$ cat src/rtl/rsup_pkg.sv
// Shared definitions for the reset supervisor.
// Assumes all intervals are given in microseconds and rounded up to ticks.
package rsup_pkg;

    // Watchdog timeout select codes; both upper codes mean the longest period.
    typedef enum logic [1:0] {
        TD_SHORT = 2'b00,
        TD_MID   = 2'b01,
        TD_LONG  = 2'b10,
        TD_LONG2 = 2'b11
    } td_sel_e;

    // Convert an interval in microseconds into a whole number of ticks (round up).
    function automatic int unsigned us_to_ticks(input int unsigned us,
                                                input int unsigned tick_us);
        return (us + tick_us - 1) / tick_us;
    endfunction

endpackage

$ cat src/rtl/rsup_sync2.sv
// Two-flop synchronizer for a bundle of independent asynchronous inputs.
// Assumes each bit is a slow level whose bits need no mutual coherence.
module rsup_sync2 #(
    parameter int unsigned     WIDTH = 2,
    parameter logic [WIDTH-1:0] INIT = '0
) (
    input  logic             clk,
    input  logic             rst_sys_n,
    input  logic [WIDTH-1:0] d,
    output logic [WIDTH-1:0] q
);

    logic [WIDTH-1:0] meta_q;
    logic [WIDTH-1:0] sync_q;

    // Two-stage capture of the asynchronous inputs.
    always_ff @(posedge clk) begin
        if (!rst_sys_n) begin
            meta_q <= INIT;
            sync_q <= INIT;
        end else begin
            meta_q <= d;
            sync_q <= meta_q;
        end
    end

    assign q = sync_q;

endmodule

$ cat src/rtl/rsup_debounce.sv
// Debouncer for the synchronized pushbutton level.
// The output takes a new level only after the input has disagreed with it
// on STABLE_TICKS consecutive tick edges; any agreement restarts the run.
// Assumes the input is already synchronous to clk; reset state is released (1).
module rsup_debounce #(
    parameter int unsigned STABLE_TICKS = 20
) (
    input  logic clk,
    input  logic rst_sys_n,
    input  logic tick,
    input  logic raw,
    output logic level
);

    localparam int unsigned CW = $clog2(STABLE_TICKS + 1);

    logic [CW-1:0] run_q;
    logic          level_q;

    // Count consecutive disagreeing ticks and adopt the new level at the limit.
    always_ff @(posedge clk) begin
        if (!rst_sys_n) begin
            level_q <= 1'b1;
            run_q   <= '0;
        end else if (raw == level_q) begin
            run_q <= '0;
        end else if (tick) begin
            if (run_q == CW'(STABLE_TICKS - 1)) begin
                level_q <= raw;
                run_q   <= '0;
            end else begin
                run_q <= run_q + 1'b1;
            end
        end
    end

    assign level = level_q;


    db_tick_only_chk: assert property (@(posedge clk) disable iff (!rst_sys_n)
        !tick |=> $stable(level_q));

endmodule

$ cat src/rtl/rsup_wdog.sv
// Strobe watchdog. Counts ticks while the reset outputs are inactive and raises
// a one-cycle expiry pulse when the selected limit is reached.
// Assumes the long setting is the largest; a kick or an active reset clears the count.
module rsup_wdog
    import rsup_pkg::*;
#(
    parameter int unsigned TICK_US  = 500,
    parameter int unsigned SHORT_US = 62500,
    parameter int unsigned MID_US   = 250000,
    parameter int unsigned LONG_US  = 500000
) (
    input  logic       clk,
    input  logic       rst_sys_n,
    input  logic       tick,
    input  logic       hold,
    input  logic       kick,
    input  logic [1:0] td_sel,
    output logic       expire
);

    localparam int unsigned LIM_S = us_to_ticks(SHORT_US, TICK_US);
    localparam int unsigned LIM_M = us_to_ticks(MID_US, TICK_US);
    localparam int unsigned LIM_L = us_to_ticks(LONG_US, TICK_US);
    localparam int unsigned CW    = $clog2(LIM_L + 1);

    logic [CW-1:0] limit;
    logic [CW-1:0] cnt_q;
    logic          expire_q;

    // Decode the timeout select into a tick limit.
    always_comb begin
        case (td_sel_e'(td_sel))
            TD_SHORT: limit = CW'(LIM_S);
            TD_MID:   limit = CW'(LIM_M);
            default:  limit = CW'(LIM_L);
        endcase
    end

    // Advance the timeout count; clear it on kick or while reset is active.
    always_ff @(posedge clk) begin
        if (!rst_sys_n) begin
            cnt_q    <= '0;
            expire_q <= 1'b0;
        end else begin
            expire_q <= 1'b0;
            if (hold || kick) begin
                cnt_q <= '0;
            end else if (tick) begin
                if (cnt_q >= limit - 1'b1) begin
                    cnt_q    <= '0;
                    expire_q <= 1'b1;
                end else begin
                    cnt_q <= cnt_q + 1'b1;
                end
            end
        end
    end

    assign expire = expire_q;


    wd_held_in_reset_chk: assert property (@(posedge clk) disable iff (!rst_sys_n)
        hold |=> (cnt_q == '0));


    wd_kick_clears_chk: assert property (@(posedge clk) disable iff (!rst_sys_n)
        kick |=> (cnt_q == '0) && !expire_q);


    wd_expire_on_tick_chk: assert property (@(posedge clk) disable iff (!rst_sys_n)
        expire_q |-> $past(tick) && !$past(hold));

endmodule

$ cat src/rtl/reset_supervisor.sv
// Processor reset supervisor. It combines the supply-fault flag, the debounced
// pushbutton and the watchdog expiry into one reset request. It then holds the
// complementary reset outputs for a fixed hold-off after the last request clears.
// Assumes power_fail is synchronous to clk and tick is a one-cycle enable.
module reset_supervisor #(
    parameter int unsigned TICK_US     = 500,
    parameter int unsigned HOLD_US     = 250000,
    parameter int unsigned DEBOUNCE_US = 10000,
    parameter int unsigned WD_SHORT_US = 62500,
    parameter int unsigned WD_MID_US   = 250000,
    parameter int unsigned WD_LONG_US  = 500000
) (
    input  logic       clk,
    input  logic       rst_sys_n,
    input  logic       tick,
    input  logic       power_fail,
    input  logic       pb_n,
    input  logic       strobe,
    input  logic [1:0] td_sel,
    output logic       rst,
    output logic       rst_n
);

    import rsup_pkg::*;

    localparam int unsigned HOLD_TICKS = us_to_ticks(HOLD_US, TICK_US);
    localparam int unsigned DEB_TICKS  = us_to_ticks(DEBOUNCE_US, TICK_US);
    localparam int unsigned HW         = $clog2(HOLD_TICKS + 1);

    logic [1:0]    sync_out;
    logic          pb_s;
    logic          stb_s;
    logic          stb_prev_q;
    logic          kick;
    logic          pb_level;
    logic          wd_expire;
    logic          cause;
    logic          rst_q;
    logic [HW-1:0] hold_q;

    rsup_sync2 #(.WIDTH(2), .INIT(2'b11)) u_sync (
        .clk       (clk),
        .rst_sys_n (rst_sys_n),
        .d         ({pb_n, strobe}),
        .q         (sync_out)
    );

    assign pb_s  = sync_out[1];
    assign stb_s = sync_out[0];

    // Remember the previous synchronized strobe for falling-edge detection.
    always_ff @(posedge clk) begin
        if (!rst_sys_n) begin
            stb_prev_q <= 1'b1;
        end else begin
            stb_prev_q <= stb_s;
        end
    end

    assign kick = stb_prev_q && !stb_s;

    rsup_debounce #(.STABLE_TICKS(DEB_TICKS)) u_debounce (
        .clk       (clk),
        .rst_sys_n (rst_sys_n),
        .tick      (tick),
        .raw       (pb_s),
        .level     (pb_level)
    );

    rsup_wdog #(
        .TICK_US  (TICK_US),
        .SHORT_US (WD_SHORT_US),
        .MID_US   (WD_MID_US),
        .LONG_US  (WD_LONG_US)
    ) u_wdog (
        .clk       (clk),
        .rst_sys_n (rst_sys_n),
        .tick      (tick),
        .hold      (rst_q),
        .kick      (kick),
        .td_sel    (td_sel),
        .expire    (wd_expire)
    );

    assign cause = power_fail || !pb_level || wd_expire;

    // Assert reset on any cause; release it after the hold-off has run out.
    always_ff @(posedge clk) begin
        if (!rst_sys_n) begin
            rst_q  <= 1'b1;
            hold_q <= '0;
        end else if (cause) begin
            rst_q  <= 1'b1;
            hold_q <= '0;
        end else if (rst_q && tick) begin
            if (hold_q == HW'(HOLD_TICKS - 1)) begin
                rst_q  <= 1'b0;
                hold_q <= '0;
            end else begin
                hold_q <= hold_q + 1'b1;
            end
        end
    end

    assign rst   = rst_q;
    assign rst_n = !rst_q;


    pf_forces_reset_chk: assert property (@(posedge clk) disable iff (!rst_sys_n)
        power_fail |=> rst_q);


    pb_forces_reset_chk: assert property (@(posedge clk) disable iff (!rst_sys_n)
        !pb_level |=> rst_q);


    expire_forces_reset_chk: assert property (@(posedge clk) disable iff (!rst_sys_n)
        wd_expire |=> rst_q);


    release_on_tick_chk: assert property (@(posedge clk) disable iff (!rst_sys_n)
        $fell(rst_q) |-> $past(tick) && !$past(cause));

endmodule

$ cat config.mk
export PLATFORM = sky130hd
export DESIGN_NAME = reset_supervisor
export DESIGN_NICKNAME = d
export VERILOG_FILES = /design/src/rtl/rsup_pkg.sv /design/src/rtl/rsup_sync2.sv /design/src/rtl/rsup_debounce.sv /design/src/rtl/rsup_wdog.sv /design/src/rtl/reset_supervisor.sv
export SDC_FILE = /design/constraint.sdc
export NUM_CORES = 1
export LEC_CHECK = 0
export BUFFER_PORTS_ARGS = -buffer_cell sky130_fd_sc_hd__buf_2
export CORE_ASPECT_RATIO = 0.5
export CORE_MARGIN = 5
export CORE_UTILIZATION = 60
export CTS_CLUSTER_SIZE = 8
export DETAILED_ROUTE_END_ITERATION = 10
export PLACE_DENSITY = 0.79
export SLEW_MARGIN = 40
export SYNTH_ARGS = -nofsm -noshare
export SYNTH_HDL_FRONTEND = slang
export SYNTH_SLANG_ARGS = --single-unit
$ cat constraint.sdc
create_clock -name clk -period 4.12 [get_ports clk]
set_input_delay 0.412 -clock clk [delete_from_list [all_inputs] [get_ports clk]]
set_output_delay 0.412 -clock clk [all_outputs]
set_load 0.03 [all_outputs]
==> results.md <==
* Ys async rst share at 0%
* FP Rows at 13
* Wirelength per Cell at 12.5 µm
* Setup Buffers After CTS at 0
* Initial core utilization at a little over three fifths
* Leak at 0.759 nW
* FF-to-FF setup slack at about 2.2 ns
* Post-CTS Hold Buffers at 0
* Max Fclk at between 400 and 500 MHz
* Synthesized flop and latch total at 32
* Post-synthesis sequential area ratio at 39.9%
* Max clock buf depth at 2
* Hold Crit Start: pb_n
* Layout Nets at approximately 210
* Dominant synthesized flop cell: dfxtp_1
* Worst hold path type: in2reg
* Final Hold Fails at 0
* RR Endpoint: u_wdog.expire$_SDFF_PP0_
* FILL cells at roughly 210
* Synth Instances at 180
* Grt total ovfl at 0
* Setup violators final at 0
* Mean Syn Cell Area at approximately 8.9 µm²
* FF-to-FF Start: u_wdog.cnt_q[0]$_SDFFE_PP0P_
* Status: finished clean
* Adder-cell share of the synthesized area at about 8.6%
* WS Path Type: in2reg
* Die area at 3870 µm²
* I/O pins at 10
* Cell variety after synth at 33
* N_diodes at 0
* Compound-Gate Fraction of Synth Area at a little under a tenth
* Seq. cell area at around 640 µm²
* Maximum VDD drop at ~0.24 mV
* Fin crit period at between 2 and 2.5 ns
* DRC violations left at 0
* DRT Pass-1 Iters at 4
* Largest family of logic cells by synthesized area: simple AND/OR/NAND/NOR gates
* Share of cells above drive strength 1 at between 10% and 20%
* DRT iter0 DRCs at 68
* Multi-input combinational cell area at roughly 910 µm²
* EDFF count, synth at 0
* Setup_tns at 0 ns
* H-tree levels at 2
* Hold depth at 2
* Critical Path RT at 4.30 ns
* Slew Viols, Final at 0
* Placer Congestion at slightly below 0.8
* Drt via density at around 5.4
* Vias at 1231
* Net Count, Synth at slightly below 200
* IO buf count at 9
* CTS Sinks at 32
* Crit end category: register
* Clock Latency Late Sink at approximately 0.28 ns
* Mux cell area share after synthesis at under 10%
* Initial antenna violation count at 0
* Reg2reg path depth at 7
* WL final at about 2900 µm
* Warning count from the yosys run at 0
* GRT Util Overall at ~17%
* Layout area overhead at 10.9%
* Root Buffer: clkbuf_8
* Finished Cell Area at 1780 µm²
* Post-route ant nets at 0
* Synth Cell Area at between 1500 and 2000 µm²
* First-pass GRT wire length at between 5000 and 6000 µm
* Dpl hpwl at about 2100 µm
* Post-Synth Simple-Gate Area at about a quarter
* Xor-xnor portion of the synthesized cell area at around 11%
* Placed Area at 1670 µm²
* Largest net degree at the start of global routing at 15
* TritonCTS clock tree: yes
* Clk slew on worst S/H paths at about 0.070 ns
* Pre-CTS setup slack at between 1.5 and 2 ns
* Fin crit share at between 50% and 60%
* WP data arrival at 2.29 ns
* Post-cts resize count at 0
* Final WS setup at ~2.0 ns
* Crit start category: input pin
* Max FO, Critical Path at 8
* TritonCTS Buffers at 5
* Die Wd at a little over 80 µm
* RSZ-0062 raised after global routing: false
* Max Cap Viol at 0
* CORE AREA at ~2600 µm²
* Clock Skew at 0.00408 ns
* Power per cell area at between 300 and 400 nW/µm²
* Vias in the first global route at roughly 1200
* Die Ht at 46.6 µm
* Hold Crit Endpoint: u_sync.meta_q[1]$_SDFF_PN1_
* Utilization after layout at 69.2%
* Overall power at about 0.00063 W
metrics by stage:
stage | hold WS (ns) | instances
4_1_cts | 0.303 | 230
6_report | 0.304 | 230
3_5_place_dp | 0.402 | 222
3_3_place_gp | 0.389 | 222
5_1_grt | 0.313 | 230
2_1_floorplan | 0.386 | 180
layer usage:
layer | global-route usage, % | wire length [µm] | vias up
met5 | 0 | 0 | -
met3 | 5.18 | 115 | 5
met4 | 7.82 | 36 | 0
met1 | 18.9 | 1370 | 575
li1 | - | - | 629
met2 | 32.0 | 1340 | 22
report_power, final:
group | switching [W] | total, W | internal, W
clock | 0.000112 | 0.000291 | 0.000179
combinational | 0.0000145 | 0.0000253 | 0.0000108
sequential | 0.00000168 | 0.000314 | 0.000312
total | 0.000128 | 0.000630 | 0.000502
logic make-up (layout without fill, tap and decap cells):
logic type / Yosys count / in the layout
flops: 32 / 32
simple gates: 85 / 85
other cells: 1 / 1
compound gates: 18 / 18
mux: 2 / 2
fa+ha+maj: 11 / 11
buf+inv: 11 / 24
xor+xnor: 20 / 20
worst max-delay path: stages:
cell and delay [ns]:
buf_2 0.13, nor2_1 0.29, inv_1 0.08, ha_1 0.29, nand2b_1 0.14, a21o_1 0.20, a311oi_4 0.40, a211oi_4 0.16
and2_1 0.18
worst max-delay path by stage:
stage               startpoint                  endpoint  slack, ns  depth (start not counted)
CTS                  td_sel[1]  u_wdog.expire$_SDFF_PP0_       2.00                          9
floorplan            td_sel[1]  u_wdog.expire$_SDFF_PP0_       2.03                          8
global placement     td_sel[1]  u_wdog.expire$_SDFF_PP0_       1.79                          9
detailed placement   td_sel[1]  u_wdog.expire$_SDFF_PP0_       1.70                          9
finish               td_sel[1]  u_wdog.expire$_SDFF_PP0_       2.01                          9
global route         td_sel[1]  u_wdog.expire$_SDFF_PP0_       1.83                          9
synth_stat cells (5+ instances only):
cell type / n / share of area [%]
nor2_1: 24 / 5.6
xnor2_1: 9 / 4.9
nand4_1: 5 / 2.0
and3_1: 6 / 2.3
ha_1: 11 / 8.6
inv_1: 7 / 1.6
nand2_1: 20 / 4.7
xor2_1: 11 / 6.0
nand3_1: 8 / 2.5
nand2b_1: 8 / 3.1
dfxtp_1: 32 / 40
o21ai_0: 5 / 1.6
placed cells by master, fill, tap and decap left out, drive strengths merged, types with 3 or more instances in the layout:
master  instances
a21o            3
a21oi           3
and3            7
buf             9
clkbuf          6
dfxtp          32
ha             11
inv             7
nand2          20
nand2b          8
nand3           8
nand4           5
nor2           24
nor2b           3
nor3b           3
o21ai           5
xnor2           9
xor2           11
state kept, by name, indices dropped and copies added (netlist names):
signal / flops
u_sync.meta_q: 2
rst: 1
u_debounce.run_q: 5
u_wdog.expire: 1
u_wdog.cnt_q: 10
hold_q: 9
u_sync.q: 2
stb_prev_q: 1
u_debounce.level: 1
layout make-up:
cell class                 count  share of cell area [%]
sequential                    32                    36.0
clock buffer                   6                    4.08
timing repair buffer           9                    2.53
tap                           37                    2.60
inverter                       7                    1.48
clock inverter                 2                    1.97
multi-input combinational    137                    51.3
(Power assumes the default switching activity.)
